File: config.mk
export PLATFORM = sky130hd
export DESIGN_NAME = irport_cond
export DESIGN_NICKNAME = d
export VERILOG_FILES = /design/src/rtl/irport_pkg.sv /design/src/rtl/irport_carrier.sv /design/src/rtl/irport_tx.sv /design/src/rtl/irport_rx.sv /design/src/rtl/irport_cond.sv
export SDC_FILE = /design/constraint.sdc
export NUM_CORES = 1
export LEC_CHECK = 0
export ABC_AREA = 1
export BUFFER_PORTS_ARGS = -buffer_cell sky130_fd_sc_hd__buf_2
export CAP_MARGIN = 0
export CORE_AREA = 3 3 40 42
export DETAILED_ROUTE_END_ITERATION = 16
export DIE_AREA = 0 0 43 45
export PLACE_DENSITY = 0.74
export SLEW_MARGIN = 0
export SYNTH_ARGS = -nofsm -noshare
export SYNTH_HDL_FRONTEND = slang
export SYNTH_HIERARCHICAL = 1
export SYNTH_SLANG_ARGS = --single-unit
File: constraint.sdc
create_clock -name clk -period 1.2 [get_ports clk]
set_clock_uncertainty 0.05 [all_clocks]
set_input_delay 0 -clock clk [delete_from_list [all_inputs] [get_ports clk]]
set_output_delay 0 -clock clk [all_outputs]
set_load 0.01 [all_outputs]
File: src/rtl/irport_pkg.sv
// Shared types for the infrared port conditioner.
// Assumes a two-bit source code; the values are decoded by the transmit path.
package irport_pkg;
    typedef enum logic [1:0] {
        SRC_UART   = 2'd0,
        SRC_GPO    = 2'd1,
        SRC_WPULSE = 2'd2,
        SRC_VPULSE = 2'd3
    } tx_src_e;
endpackage

File: src/rtl/irport_carrier.sv
// Carrier generator: a prescaler that divides clk by DIV, driving a PH_W-bit
// phase counter. The carrier is low for the first (2^(PH_W-1) >> duty) phase
// steps of every 2^PH_W. Assumes PH_W >= 4 so that duty code 3 still gives a
// low time of at least one step.
module irport_carrier #(
    parameter int DIV  = 4,
    parameter int PH_W = 4
) (
    input  logic       clk,
    input  logic       rst_n,
    input  logic [1:0] duty,
    output logic       carrier_hi
);
    localparam int                PRE_W    = (DIV > 1) ? $clog2(DIV) : 1;
    localparam logic [PRE_W-1:0]  PRE_LAST = PRE_W'(DIV - 1);
    localparam int                HALF     = 1 << (PH_W - 1);

    logic [PRE_W-1:0] pre_q;
    logic [PH_W-1:0]  phase_q;
    logic [PH_W-1:0]  low_cnt;
    logic             tick;

    assign tick = (pre_q == PRE_LAST);

    // Prescaler: wraps after DIV clocks, pulsing tick on its last count.
    always_ff @(posedge clk) begin
        if (!rst_n)    pre_q <= '0;
        else if (tick) pre_q <= '0;
        else           pre_q <= pre_q + PRE_W'(1);
    end

    // Phase counter: advances one step per prescaler tick, free-running.
    always_ff @(posedge clk) begin
        if (!rst_n)    phase_q <= '0;
        else if (tick) phase_q <= phase_q + PH_W'(1);
    end

    // Low-time threshold: half of the period, shifted right by the duty code.
    always_comb low_cnt = PH_W'(HALF >> duty);

    // Carrier level: low while the phase is below the threshold.
    always_comb carrier_hi = (phase_q >= low_cnt);


    phase_step_chk: assert property (@(posedge clk) disable iff (!rst_n)
        tick |=> (phase_q == $past(phase_q) + PH_W'(1)));

    phase_hold_chk: assert property (@(posedge clk) disable iff (!rst_n)
        !tick |=> $stable(phase_q));
endmodule

File: src/rtl/irport_tx.sv
// Transmit conditioner: inverts UART data, then optionally gates it with the
// carrier (carrier applied only while the data is 0), and selects the pin
// source. The pin is registered and resets to 1, the idle line level.
module irport_tx
    import irport_pkg::*;
(
    input  logic       clk,
    input  logic       rst_n,
    input  logic [1:0] src,
    input  logic       tx_inv,
    input  logic       mod_en,
    input  logic       carrier_hi,
    input  logic       uart_txd,
    input  logic       gpo_bit,
    input  logic       wpulse,
    input  logic       varpulse,
    output logic       tx_pin
);
    logic data_pol;
    logic data_mod;
    logic pin_d;

    // Polarity stage: inversion comes before modulation.
    always_comb data_pol = uart_txd ^ tx_inv;

    // Modulation stage: carrier replaces the data only where the data is 0.
    always_comb data_mod = (mod_en && !data_pol) ? carrier_hi : data_pol;

    // Source multiplexer for the pin.
    always_comb begin
        unique case (tx_src_e'(src))
            SRC_UART:   pin_d = data_mod;
            SRC_GPO:    pin_d = gpo_bit;
            SRC_WPULSE: pin_d = wpulse;
            SRC_VPULSE: pin_d = varpulse;
            default:    pin_d = 1'b1;
        endcase
    end

    // Output register: glitch-free pin drive, idle high in reset.
    always_ff @(posedge clk) begin
        if (!rst_n) tx_pin <= 1'b1;
        else        tx_pin <= pin_d;
    end


    reset_idle_chk: assert property (@(posedge clk)
        !rst_n |=> tx_pin);

    mark_unmod_chk: assert property (@(posedge clk) disable iff (!rst_n)
        (src == 2'd0 && (uart_txd ^ tx_inv)) |=> tx_pin);

    gpo_pass_chk: assert property (@(posedge clk) disable iff (!rst_n)
        (src == 2'd1) |=> (tx_pin == $past(gpo_bit)));

    vpulse_pass_chk: assert property (@(posedge clk) disable iff (!rst_n)
        (src == 2'd3) |=> (tx_pin == $past(varpulse)));
endmodule

File: src/rtl/irport_rx.sv
// Receive router: sends the comparator result, optionally inverted, to the
// UART, or hands the raw result to general-purpose input use. While the pin is
// routed to general-purpose use, the UART sees the idle level 1.
module irport_rx (
    input  logic rx_cmp,
    input  logic rx_inv,
    input  logic rx_gpio,
    output logic uart_rxd,
    output logic gpi_bit
);
    // UART input: comparator with optional inversion, or idle when routed away.
    always_comb uart_rxd = rx_gpio ? 1'b1 : (rx_cmp ^ rx_inv);

    // General-purpose input: raw comparator, never inverted.
    always_comb gpi_bit = rx_gpio & rx_cmp;


    always_comb begin
        if (rx_gpio) begin
            gpi_follow_chk: assert (gpi_bit == rx_cmp && uart_rxd);
        end
    end
endmodule

File: src/rtl/irport_cond.sv
// Top of the infrared port conditioner: carrier generator, transmit
// conditioner and receive router. Configuration inputs are assumed to be
// static or slowly changing, and owned by the surrounding register block.
module irport_cond #(
    parameter int CAR_DIV = 4,
    parameter int PH_W    = 4
) (
    input  logic       clk,
    input  logic       rst_n,
    input  logic [1:0] cfg_tx_src,
    input  logic       cfg_tx_inv,
    input  logic       cfg_mod_en,
    input  logic [1:0] cfg_duty,
    input  logic       cfg_rx_gpio,
    input  logic       cfg_rx_inv,
    input  logic       uart_txd,
    input  logic       gpo_bit,
    input  logic       wpulse,
    input  logic       varpulse,
    input  logic       rx_cmp,
    output logic       tx_pin,
    output logic       uart_rxd,
    output logic       gpi_bit
);
    logic carrier_hi;

    irport_carrier #(.DIV(CAR_DIV), .PH_W(PH_W)) u_carrier (
        .clk        (clk),
        .rst_n      (rst_n),
        .duty       (cfg_duty),
        .carrier_hi (carrier_hi)
    );

    irport_tx u_tx (
        .clk        (clk),
        .rst_n      (rst_n),
        .src        (cfg_tx_src),
        .tx_inv     (cfg_tx_inv),
        .mod_en     (cfg_mod_en),
        .carrier_hi (carrier_hi),
        .uart_txd   (uart_txd),
        .gpo_bit    (gpo_bit),
        .wpulse     (wpulse),
        .varpulse   (varpulse),
        .tx_pin     (tx_pin)
    );

    irport_rx u_rx (
        .rx_cmp   (rx_cmp),
        .rx_inv   (cfg_rx_inv),
        .rx_gpio  (cfg_rx_gpio),
        .uart_rxd (uart_rxd),
        .gpi_bit  (gpi_bit)
    );


    rx_uart_path_chk: assert property (@(posedge clk) disable iff (!rst_n)
        !cfg_rx_gpio |-> (uart_rxd == (rx_cmp ^ cfg_rx_inv)) && !gpi_bit);
endmodule

[Word level (Yosys, flattened, before mapping)]
Index checks and enable logic that the tools add are counted.
Operators by class
  bitwise operators: 4
  multiplexer cells: 3
  $mul: 0
  shifts and indexed selects: 1
  add/subtract/negate cells: 2
  reduce and logical (&&, ||, !) cells: 4
  order comparisons: 1
  eq/ne operators: 4
  div/mod/pow operators: 0
Operators by type and width (count)
  $eq A2 B2 Y1 const B: 3
  $add A4 B1 Y4 const B: 1
  $ge A4 B4 Y1: 1
  $pmux W1 S4: 1
  $shr A4 B2 Y4 const A: 1
  $add A2 B1 Y2 const B: 1
  $eq A2 B1 Y1 const B: 1
  $logic_not A2 Y1: 1
  $mux W1: 2
  $reduce_or A2 Y1: 1
  $xor A1 B1 Y1: 2
  $and A1 B1 Y1: 1
  $logic_and A1 B1 Y1: 1
  $logic_not A1 Y1: 1
  $not A1 Y1: 1
Word-level totals
  register bits after elaboration: 7
  RAM bits: 0
  input bits: 15
  memory bits (read-only): 0
  memories: 0
  logic and storage cells: 22
  bits in latches: 0
  output and inout bits: 3

[Depth between registers and ports, before layout]
Gate-level depths: netlist of the first run.
  depth after elaboration: 5
  mapped depth: 11

[By module]
The synthesis of the first run kept the hierarchy.
By module, submodules not included
  irport_carrier: area an instance 351.6 µm², cells each 49, instances 1
  irport_tx: area an instance 88.8 µm², cells each 18, instances 1
  irport_rx: area an instance 31.3 µm², cells each 8, instances 1

[Worst setup path after synthesis of the first run]
No wires, ideal clock.
  kind: register to register
  from: reg u_carrier.phase_q[0]
  to: reg u_tx.tx_pin
  buffers on the path: 0
  cell stages (with the launch flop): 9
  required time: 1.036 ns
  arrival time: 1.027 ns
  path slack: 0.008 ns
  cells stage by stage: dfxtp_1 inv_1 ha_1 nand3_1 nand3_1 nand2_1 nand3_1 nand2_1 nand2_1
Between the ends
  cells in the longest elaborated chain, start to end: 3
Ends and longest elaborated chain
  from (decl): RTL line irport_carrier.sv:19  | logic [PH_W-1:0] phase_q;
  from (signal assigned): RTL line irport_carrier.sv:35  | else if (tick) phase_q <= phase_q + PH_W'(1);
  $ge A4 B4 Y1: RTL line irport_carrier.sv:42  | always_comb carrier_hi = (phase_q >= low_cnt);
  via carrier_hi: RTL line irport_cond.sv:25  | logic carrier_hi;
  $mux W1: RTL line irport_tx.sv:27  | always_comb data_mod = (mod_en && !data_pol) ? carrier_hi : data_pol;
  $pmux W1 S4: RTL line irport_tx.sv:31  | unique case (tx_src_e'(src))
  to (signal assigned): RTL line irport_tx.sv:43  | else tx_pin <= pin_d;
  to (decl): RTL line irport_tx.sv:17  | output logic tx_pin
The timed path passes the listed nets, and every way through them passes these cells.
A chain may end at the register's enable or synchronous reset.

[Worst setup path after layout of the first run]
Same ends and word-level chain as after synthesis.

==> metrics.log, run 1 <==
INFO  metric status = finished, violations left
INFO  metric failing_checks = negative setup slack
INFO  metric grt_util_all_layers = roughly 16%
INFO  metric detail_route.wirelength = approximately 1.3 mm
INFO  metric area_growth_syn_to_layout = 62.9%
INFO  metric cts_max_path_buffers = 2
INFO  metric cpMaxStageDelayCell = dfxtp_2
INFO  metric die_w = 43 µm
INFO  metric design_power_total = approximately 660 µW
INFO  metric startpoint_type = flop
INFO  metric finalWorstSetupSlack = -0.0425 ns
INFO  metric highest_cell_delay_on_the_worst_timing_path = ~0.32 ns
INFO  metric mapped_area = 472 µm²
INFO  metric cts_made_buffers = 3
INFO  metric ir_worst_vdd = 0.489 mV
INFO  metric global_placement_routability_congestion = ~0.7
INFO  metric place_hpwl = about 800 µm
INFO  metric largest_net_degree_at_the_start_of_global_routing = 7
INFO  metric fmax = between 800 and 900 MHz
INFO  metric place_ws = -0.0570 ns
INFO  metric min-delay-path-class = input pin to flop
INFO  metric setup_viol_count_final = 1
INFO  metric yosys_top_cell_area_share = between 20% and 30%
INFO  metric io_pins = 18
INFO  metric finalMaxSlewViolations = 0
INFO  metric yosysWarningCount = 6
INFO  metric first_global_vias = slightly above 500
INFO  metric final_min_period_over_clock_period = 104%
INFO  metric crit_path_max_fanout = 2
INFO  metric drv.max_cap_violation_count = 0
INFO  metric postSynthRegisterBits = 7
INFO  metric synth-async-reset-ratio = 0%
INFO  metric unrepaired_setup_endpoints_after_global_routing = true
INFO  metric core_area = 1280 µm²
INFO  metric avgViaCountPerCell = roughly 4.4
INFO  metric crit_path_frequent_cell = nand3_2
INFO  metric synth.cells.most_frequent = nand2_1 (22), inv_1 (16), nor2_1 (9)
INFO  metric chipHeight = roughly 45 µm
INFO  metric root_driver = clkbuf_4
INFO  metric placedInstanceArea = between 600 and 700 µm²
INFO  metric mean_instance_size_in_the_synthesized_netlist = between 6 and 7 µm²
INFO  metric portion_of_the_post_synthesis_area_used_by_sequential_elements = between 20 and 30%
INFO  metric grt_first_pass_wirelength = 2.17 mm
INFO  metric final_net_count = about 130
INFO  metric yosysTopAreaCell = dfxtp_1
INFO  metric powerDensity = roughly 860 nW/µm²
INFO  metric cp_data_arrival_time = approximately 1.3 ns
INFO  metric worst_slack_on_hold_paths = about 0.026 ns
INFO  metric antenna_violations_before_repair = 0
INFO  metric postLayoutCellArea = between 700 and 800 µm²
INFO  metric critPathRequiredTime = between 1 and 1.5 ns
INFO  metric antennaDiodeCount = 0
INFO  metric final_hold_viol_count = 0
INFO  metric timing_worst_slew_pin_value = ~0.18 ns
INFO  metric leakage = 0.429 nW
INFO  metric numClockSinks = 7
INFO  metric synth.net_count = 96
INFO  metric floorplan.die_area = 1940 µm²
INFO  metric grt_remaining_overflow = 0
INFO  metric drive_gt1_share = approximately two fifths
INFO  metric row_count = 13
INFO  metric cts.htree.levels = 1
INFO  metric crit_path_end_kind = flop
INFO  metric worst_path_dominant_cell_family = simple AND/OR/NAND/NOR gates
INFO  metric io_buffer_count = 17
INFO  metric max-slew-margin-rel = 88.1%
INFO  metric syn-instance-count = 75
INFO  metric most_instantiated_flip_flop_cell_in_the_synthesis_netlist = dfxtp_1
INFO  metric synth_enable_flop_cells = 0
INFO  metric num_vias = 540
INFO  metric firstDrtPassIters = 4
INFO  metric synth_most_common_cell = nand2_1
INFO  metric clk_latency = roughly 0.26 ns
INFO  metric placed_cells_incl_taps = approximately 110
INFO  metric finalCriticalPeriod = 1.24 ns
INFO  metric cell_types_with_the_largest_area_share_after_synthesis = dfxtp_1 (30%), nand2_1 (18%), ha_1 (16%)
INFO  metric number_of_antenna_violating_nets_in_the_routed_design = 0
INFO  metric clk_pin_slew_worst_paths = about 0.05 ns
INFO  metric first_iter_violations = 7
INFO  metric worst-setup-path-type = flop to flop
INFO  metric worst-r2r-setup-slack = -0.04 ns
INFO  metric tritoncts = done
INFO  metric synth_cell_type_count = 11
INFO  metric final_cell_count_no_fill = 122
INFO  metric effective_utilization_at_floorplan = 36.7%
INFO  metric worst-path-buf-inv = 1
INFO  metric drcViolationCount = 0
INFO  metric cp_cell_sequence = inv_1, ha_1, nand3_2, nand3_2, nand2_2, nand3_2, nand2_1, nand2_1
INFO  metric route.detailed.wl_per_inst = 11.0 µm
## final timing paths
check,start,to,cells after the start
max,u_carrier/phase_q[0],u_tx/tx_pin,8
min,uart_txd,u_tx/tx_pin,5
max reg2reg,u_carrier/phase_q[0],u_tx/tx_pin,8
min reg2reg,u_carrier/pre_q[0],u_carrier/pre_q[0],1
## tightest hold or removal path: cells and delay by family
kind / cells / cell delay (ns)
and+or+nand+nor: 4 / 0.22
buffers and inverters: 1 / 0.09
## cell type report
class / instances / area, µm²
multi-input cells: 52 / 333
flip-flops and latches: 7 / 145
clock buffers: 4 / 26.3
inverters: 16 / 60.1
well taps: 15 / 18.8
fillers: 125 / 517
repair buffers: 28 / 185
## power by group
group          switching, mW  internal [mW]
combinational         0.0941         0.0916
sequential           0.00761          0.250
clock                 0.0912          0.127
total                  0.193          0.469
## cells by family after synthesis
kind of cell / after synthesis / share of synthesized area, %
AND/OR/NAND/NOR: 41 / 35.8
flip-flops: 7 / 29.7
adder cells (fa/ha/maj): 6 / 15.9
buffers and inverters: 16 / 12.7
AO/OA/AOI/OAI: 5 / 5.83
## repair_timing
action / in CTS / in global routing
endpoints found under the setup margin: 1 / 1
hold endpoints to repair: 7 / 0
gates cloned: 0 / 0
setup buffers: 0 / 0
pin swaps: 7 / 4
gates resized for setup: 7 / 8
hold buffers: 7 / 0
## layer usage
metal	global-route usage, %	share of wire, %	up-vias
met5	0	0	-
met4	7.23	3.6	0
met3	6.77	6.5	6
met2	29.3	54	17
met1	16.5	36	223
li1	-	-	294
## sequential cells by signal, summed over array words and instances (netlist names)
signal,flops
u_tx/tx_pin,1
u_carrier/phase_q,4
u_carrier/pre_q,2
## cell usage in the layout, fill, tap and decap left out, drive strengths merged
| cell | instances |
|---|---|
| ha | 6 |
| dlygate4sd3 | 7 |
| o21bai | 1 |
| o21ai | 1 |
| inv | 16 |
| buf | 21 |
| nand2 | 23 |
| nand3 | 8 |
| nor2 | 10 |
| a21oi | 3 |
| dfxtp | 7 |
| clkbuf | 4 |
## metrics by stage
stage	util (%)	setup TNS, ns
after global placement	47.1	-0.0173
final	59.8	-0.0425
after global routing	59.8	-0.142
after CTS	57.0	-0.0231
after detailed placement	47.1	-0.0570
after floorplan	-	0
Note: power is estimated with default switching activity, not from simulation.
==> inputs of run 2 (changes only) <==
- PLACE_DENSITY: 0.74 -> 0.75
==> run 2 against run 1 <==
Critical endpoint unchanged. Critical path depth rose by 1. Critical path type unchanged. Hold slack got worse by 0.030 ns. Total power fell by 5.7%. Wire length fell by 22%. The run ends with negative hold slack, negative setup slack left.
==> metrics.log, run 2 (synthesis results as in run 1) <==
INFO  metric io_buffer_count = 17
INFO  metric hold_path.startpoint = cfg_tx_src[1]
INFO  metric global_routing_met2_resource_utilization = 21.6%
INFO  metric drv.max_cap_violation_count = 0
INFO  metric failing_checks = negative hold slack, negative setup slack
INFO  metric met1_usage = 15.7%
INFO  metric finalMaxSlewViolations = 0
INFO  metric postLayoutCellArea = roughly 700 µm²
INFO  metric first_iter_violations = 12
INFO  metric finalSetupTns = -0.00839 ns
INFO  metric largestRegisters = u_carrier/phase_q x4, u_carrier/pre_q x2, u_tx/tx_pin x1
INFO  metric final_net_count = about 120
INFO  metric critPathRequiredTime = 1.35 ns
INFO  metric core_area = 1280 µm²
INFO  metric leakage = between 0.3 and 0.4 nW
INFO  metric area_growth_syn_to_layout = 48.0%
INFO  metric chipHeight = roughly 45 µm
INFO  metric die_w = roughly 43 µm
INFO  metric first_global_vias = 501
INFO  metric min-delay-path-class = input pin to flop
INFO  metric worstReg2RegEnd = u_tx/tx_pin
INFO  metric grt_util_all_layers = approximately an eighth
INFO  metric crit_path_max_fanout = 2
INFO  metric most-common-layout-cells = nand2_1 (22), buf_2 (17), inv_1 (14)
INFO  metric worst-setup-path-type = flop to flop
INFO  metric design_power_total = 624 µW
INFO  metric io_pins = 18
INFO  metric antennaDiodeCount = 0
INFO  metric drcViolationCount = 0
INFO  metric detail_route.wirelength = approximately 1.0 mm
INFO  metric mostFrequentLayoutCell = nand2_1
INFO  metric max-slew-margin-rel = about nine tenths
INFO  metric floorplan.die_area = a little under 2000 µm²
INFO  metric finalCriticalPeriod = 1.21 ns
INFO  metric worst_r2r_startpoint = u_carrier/phase_q[1]
INFO  metric worst_slack_on_hold_paths = -0.00453 ns
INFO  metric cts_made_buffers = 3
INFO  metric cp_data_arrival_time = about 1.4 ns
INFO  metric clk_latency = 0.25 ns
INFO  metric numClockSinks = 7
INFO  metric row_count = 13
INFO  metric grt.busiest_layer = met2
INFO  metric ir_worst_vdd = around 0.52 mV
INFO  metric nFillCells = approximately 130
INFO  metric worst_hold_path.num_cells = 4
INFO  metric num_vias = approximately 530
INFO  metric cts_max_path_buffers = 2
INFO  metric groute.layer.met3.usage = around 5.2%
INFO  metric antenna_violations_before_repair = 0
INFO  metric final_min_period_over_clock_period = 101%
INFO  metric place_hpwl = 844 µm
INFO  metric number_of_antenna_violating_nets_in_the_routed_design = 0
INFO  metric grt_remaining_overflow = 0
INFO  metric crit_path_end_kind = flop
INFO  metric worst-r2r-setup-slack = -0.008 ns
INFO  metric largest_reg_flops = 4
INFO  metric placedInstanceArea = just over 600 µm²
INFO  metric tritoncts = done
INFO  metric utilization = 54.3%
INFO  metric area.sequential = approximately 150 µm²
INFO  metric timing.reg2reg.worst_path_depth = 9
INFO  metric timing_worst_slew_pin_value = roughly 0.17 ns
INFO  metric cts.htree.levels = 1
INFO  metric root_driver = clkbuf_4
INFO  metric multi_input_comb_area = 313 µm²
INFO  metric worstHoldEndpoint = u_tx/tx_pin
INFO  metric global_placement_routability_congestion = just over 0.7
INFO  metric firstDrtPassIters = 4
INFO  metric effective_utilization_at_floorplan = 36.7%
INFO  metric final_hold_viol_count = 1
INFO  metric grt_first_pass_wirelength = between 1.5 and 2 mm
INFO  metric setup_viol_count_final = 1
INFO  metric powerDensity = 894 nW/µm²
INFO  metric avgViaCountPerCell = around 4.5
INFO  metric route.detailed.wl_per_inst = approximately 9 µm
INFO  metric status = finished, violations left
INFO  metric fmax = slightly above 800 MHz
INFO  metric finalWorstSetupSlack = -0.00839 ns
INFO  metric clk_pin_slew_worst_paths = 0.05 ns
INFO  metric drive_gt1_share = 35.3%
INFO  metric max_flop_register = u_carrier/phase_q
INFO  metric largest_net_degree_at_the_start_of_global_routing = 7
INFO  metric unrepaired_setup_endpoints_after_global_routing = true
INFO  metric startpoint_type = flop
## run 2: timing repair
item,in CTS,in global routing
hold buffers,2,0
cloned,0,0
endpoints found under the setup margin,1,1
buffers inserted,0,0
endpoints found under the hold margin,7,0
pin swaps,8,5
gates resized for setup,8,2
## run 2: routing by layer
layer | up-vias | routed length [µm]
met5 | - | 0
met1 | 226 | 460
met3 | 0 | 71
met2 | 19 | 516
li1 | 284 | -
met4 | 0 | 0
## run 2: worst max-delay path by stage
stage             endpoint                 start  slack, ns  cells past startpoint
3_5_place_dp   u_tx/tx_pin  u_carrier/phase_q[1]      -0.06                      9
3_3_place_gp   u_tx/tx_pin  u_carrier/phase_q[3]      -0.01                      9
2_1_floorplan  u_tx/tx_pin  u_carrier/phase_q[0]      0.008                      8
4_1_cts        u_tx/tx_pin  u_carrier/phase_q[1]      -0.03                      9
5_1_grt        u_tx/tx_pin  u_carrier/phase_q[1]      -0.10                      9
6_report       u_tx/tx_pin  u_carrier/phase_q[1]     -0.008                      9
## run 2: critical path, cell delays in order (launching register included)
cell	delay [ns]
dfxtp_2	0.33
ha_4	0.27
inv_2	0.03
o21bai_1	0.13
nand2_1	0.07
nand3_1	0.07
nand2_1	0.05
nand3_1	0.06
nand2_1	0.05
nand2_1	0.05
## run 2: power by group
part / internal (mW) / switching, mW
Clock: 0.127 / 0.0876
Sequential: 0.250 / 0.00690
Combinational: 0.0737 / 0.0790
## run 2: cell type report
class | instances | area share [%]
inverter | 16 | 8.60
sequential | 7 | 20.8
tap | 15 | 2.69
clock buffer | 4 | 3.76
timing repair buffer | 23 | 19.4
multi-input combinational | 52 | 44.8
## run 2: metrics by stage
stage | std cells | worst slack [ns] | hold slack (ns)
floorplan | 75 | 0.00820 | 0.0391
global placement | 111 | -0.0149 | 0.230
detailed placement | 111 | -0.0593 | 0.237
CTS | 117 | -0.0303 | -0.0178
global route | 117 | -0.104 | 0.0183
finish | 117 | -0.00839 | -0.00453
==> inputs of run 3 (changes only) <==
- PLACE_DENSITY: 0.75 -> 0.73
- SYNTH_HIERARCHICAL: 1 -> not set
==> run 3 against run 2 <==
The run now ends clean. Design area decreased by 0.36%. Via count decreased by 7.0%. Area after synthesis decreased by 4.5%. Critical path type unchanged. Largest power group unchanged.
==> metrics.log, run 3 <==
INFO  metric utilization = about 54%
INFO  metric global_placement_routability_congestion = around 0.71
INFO  metric avgViaCountPerCell = about 4.6
INFO  metric wl_met3 = about 41 µm
INFO  metric cp_cell_sequence = ha_4, a21oi_1, nand3_1, nand2_1, nand2_1, nand2_1, nand2_1
INFO  metric synth.net_count = between 80 and 90
INFO  metric cts_made_buffers = 3
INFO  metric route.detailed.wl_per_inst = just over 9 µm
INFO  metric placedInstanceArea = between 500 and 600 µm²
INFO  metric final_net_count = between 100 and 150
INFO  metric critPathRequiredTime = 1.30 ns
INFO  metric cpMaxStageDelayCell = dfxtp_2
INFO  metric route.top_layer_used = met4
INFO  metric first_global_vias = 449
INFO  metric worst-path-buf-inv = 0
INFO  metric io_buffer_count = 17
INFO  metric core_area = between 1000 and 1500 µm²
INFO  metric final_hold_viol_count = 0
INFO  metric crit_path_max_fanout = 3
INFO  metric synth_enable_flop_cells = 0
INFO  metric antennaDiodeCount = 0
INFO  metric p_clk_share = between 30 and 40%
INFO  metric portion_of_the_post_synthesis_area_used_by_sequential_elements = a little under a third
INFO  metric ir_worst_vdd = between 0.5 and 0.6 mV
INFO  metric max-slew-margin-rel = between 80% and 90%
INFO  metric highest_cell_delay_on_the_worst_timing_path = around 0.35 ns
INFO  metric min-delay-path-class = input pin to flop
INFO  metric area_growth_syn_to_layout = 54.4%
INFO  metric postLayoutCellArea = roughly 700 µm²
INFO  metric final_min_period_over_clock_period = a little over nine tenths
INFO  metric cts.htree.levels = 1
INFO  metric yosysWarningCount = 0
INFO  metric num_vias = slightly below 500
INFO  metric die_w = about 43 µm
INFO  metric cp_num_cells = 7
INFO  metric place_hpwl = between 700 and 800 µm
INFO  metric first_iter_violations = 16
INFO  metric multi_input_comb_area = 313 µm²
INFO  metric root_driver = clkbuf_4
INFO  metric most_instantiated_flip_flop_cell_in_the_synthesis_netlist = dfxtp_1
INFO  metric mean_instance_size_in_the_synthesized_netlist = 6.93 µm²
INFO  metric grt_util_all_layers = about 11%
INFO  metric area.sequential = approximately 150 µm²
INFO  metric worst_path_dominant_cell_family = flip-flops
INFO  metric yosys_top_cell_area_share = 31.1%
INFO  metric clk_latency = 0.25 ns
INFO  metric mapped_area = approximately 450 µm²
INFO  metric worst_r2r_startpoint = u_carrier.phase_q[3]
INFO  metric syn-instance-count = 65
INFO  metric worst-r2r-setup-slack = a little over 0.07 ns
INFO  metric detailed_routing_wirelength_on_met1 = 390 µm
INFO  metric yosysTopAreaCell = dfxtp_1
INFO  metric timing.reg2reg.worst_path_depth = 7
INFO  metric most-common-layout-cells = buf_2 (17), nand2_1 (16), inv_1 (12)
INFO  metric worst-setup-path-type = flop to flop
INFO  metric timing_worst_slew_pin_value = roughly 0.17 ns
INFO  metric finalMaxSlewViolations = 0
INFO  metric intPower = about 460 µW
INFO  metric leakage = between 0.3 and 0.4 nW
INFO  metric largest_net_degree_at_the_start_of_global_routing = 6
INFO  metric setup_viol_count_final = 0
INFO  metric synth_most_common_cell = nand2_1
INFO  metric tritoncts = done
INFO  metric firstDrtPassIters = 4
INFO  metric cts_max_path_buffers = 2
INFO  metric row_count = 13
INFO  metric setup.worst_path.end = u_tx.tx_pin
INFO  metric crit_path_end_kind = flop
INFO  metric final_cell_count_no_fill = around 110
INFO  metric postSynthRegisterBits = 7
INFO  metric detail_route.wirelength = just under 1 mm
INFO  metric startpoint_type = flop
INFO  metric finalCriticalPeriod = roughly 1.1 ns
INFO  metric status = finished, final reports clean
INFO  metric largestRegisters = u_carrier.phase_q x4, u_carrier.pre_q x2, u_tx.tx_pin x1
INFO  metric nFillCells = 114
INFO  metric worstReg2RegEnd = u_tx.tx_pin
INFO  metric powerDensity = approximately 900 nW/µm²
INFO  metric grt_first_pass_wirelength = 1.61 mm
INFO  metric cell_types_with_the_largest_area_share_after_synthesis = dfxtp_1 (31%), ha_1 (17%), nand2_1 (14%)
INFO  metric power.net_switching = about 170 µW
INFO  metric unrepaired_setup_endpoints_after_global_routing = true
INFO  metric io_pins = 18
INFO  metric cts_post_setup_buffers_inserted = 0
INFO  metric chipHeight = around 45 µm
INFO  metric combPwrFrac = ~25%
INFO  metric design_power_total = between 600 and 700 µW
INFO  metric power.sequential.fraction = around 41%
INFO  metric antenna_violations_before_repair = 0
INFO  metric placed_cells_incl_taps = roughly 100
INFO  metric number_of_antenna_violating_nets_in_the_routed_design = 0
INFO  metric finalSetupTns = 0 ns
INFO  metric crit_path_frequent_cell = nand2_1
INFO  metric drive_gt1_share = about two fifths
INFO  metric effective_utilization_at_floorplan = a little over a third
INFO  metric fmax = 886 MHz
INFO  metric detailroute.wirelength.met2 = between 500 and 600 µm
INFO  metric max_flop_register = u_carrier.phase_q
INFO  metric synth.cells.most_frequent = nand2_1 (17), inv_1 (14), dfxtp_1 (7)
INFO  metric hold_path.startpoint = uart_txd
INFO  metric power.switching_fraction = a little over a quarter
INFO  metric grt_remaining_overflow = 0
INFO  metric largest_reg_flops = 4
INFO  metric clk_pin_slew_worst_paths = approximately 0.050 ns
INFO  metric floorplan.die_area = 1940 µm²
INFO  metric drv.max_cap_violation_count = 0
INFO  metric numClockSinks = 7
INFO  metric drcViolationCount = 0
INFO  metric synth_cell_type_count = 15
INFO  metric synth-async-reset-ratio = 0%
INFO  metric source_of_the_critical_timing_path = u_carrier.phase_q[3]
INFO  metric mostFrequentLayoutCell = buf_2
INFO  metric cp_data_arrival_time = 1.23 ns
## run 3: cell families after synthesis
group | Yosys count | share of synthesized area (%)
adders and majority gates | 6 | 16.7
buffers and inverters | 14 | 11.7
xor gates and xnor gates | 2 | 3.89
AOI/OAI and AO/OA | 10 | 11.4
and+or+nand+nor | 26 | 25.3
DFF | 7 | 31.1
## run 3: power by group through the flow
stage	combinational [mW]	clock (mW)	sequential [mW]
finish	0.158	0.215	0.259
global route	0.183	0.236	0.260
CTS	0.139	0.223	0.256
detailed placement	0.129	0	0.261
global placement	0.125	0	0.260
floorplan	0.0721	0	0.262
## run 3: metal layers
metal,up-vias,track usage (%)
li1,257,-
met1,217,11.1
met2,16,21.9
met3,2,0
met4,0,9.04
met5,-,0
## run 3: how the worst min path moves through the flow
stage          slack, ns  depth (start not counted)                    to
2_1_floorplan       0.04                          2               gpi_bit
3_3_place_gp        0.22                          3  u_carrier.phase_q[0]
3_5_place_dp        0.22                          3  u_carrier.phase_q[0]
4_1_cts           0.0004                          5           u_tx.tx_pin
5_1_grt             0.03                          5           u_tx.tx_pin
6_report          0.0008                          5           u_tx.tx_pin
## run 3: worst reg2reg max path, cell delays in order, from the launching register on
cell,delay (ns)
dfxtp_2,0.35
ha_4,0.21
a21oi_1,0.13
nand3_1,0.10
nand2_1,0.07
nand2_1,0.04
nand2_1,0.05
nand2_1,0.04
## run 3: cell type report
class                   instances  share of cell area [%]
multi-input cells              44                    45.0
flip-flops and latches          7                    20.9
repair buffers                 23                    20.1
inverters                      14                    7.55
clock buffers                   4                    3.78
well taps                      15                    2.70
## run 3: stage by stage
step	setup slack, ns	hold slack, ns
CTS	0.00729	0.000430
global placement	0.0250	0.216
detailed placement	-0.00442	0.217
floorplan	0.0397	0.0391
global route	-0.0380	0.0279
finish	0.0713	0.000837
## run 3: timing repair
item,in CTS,in global routing
setup endpoints to repair,1,2
hold endpoints to repair,5,0
gates cloned,0,0
resized for setup,0,13
hold buffers,4,0
pin swaps,1,8
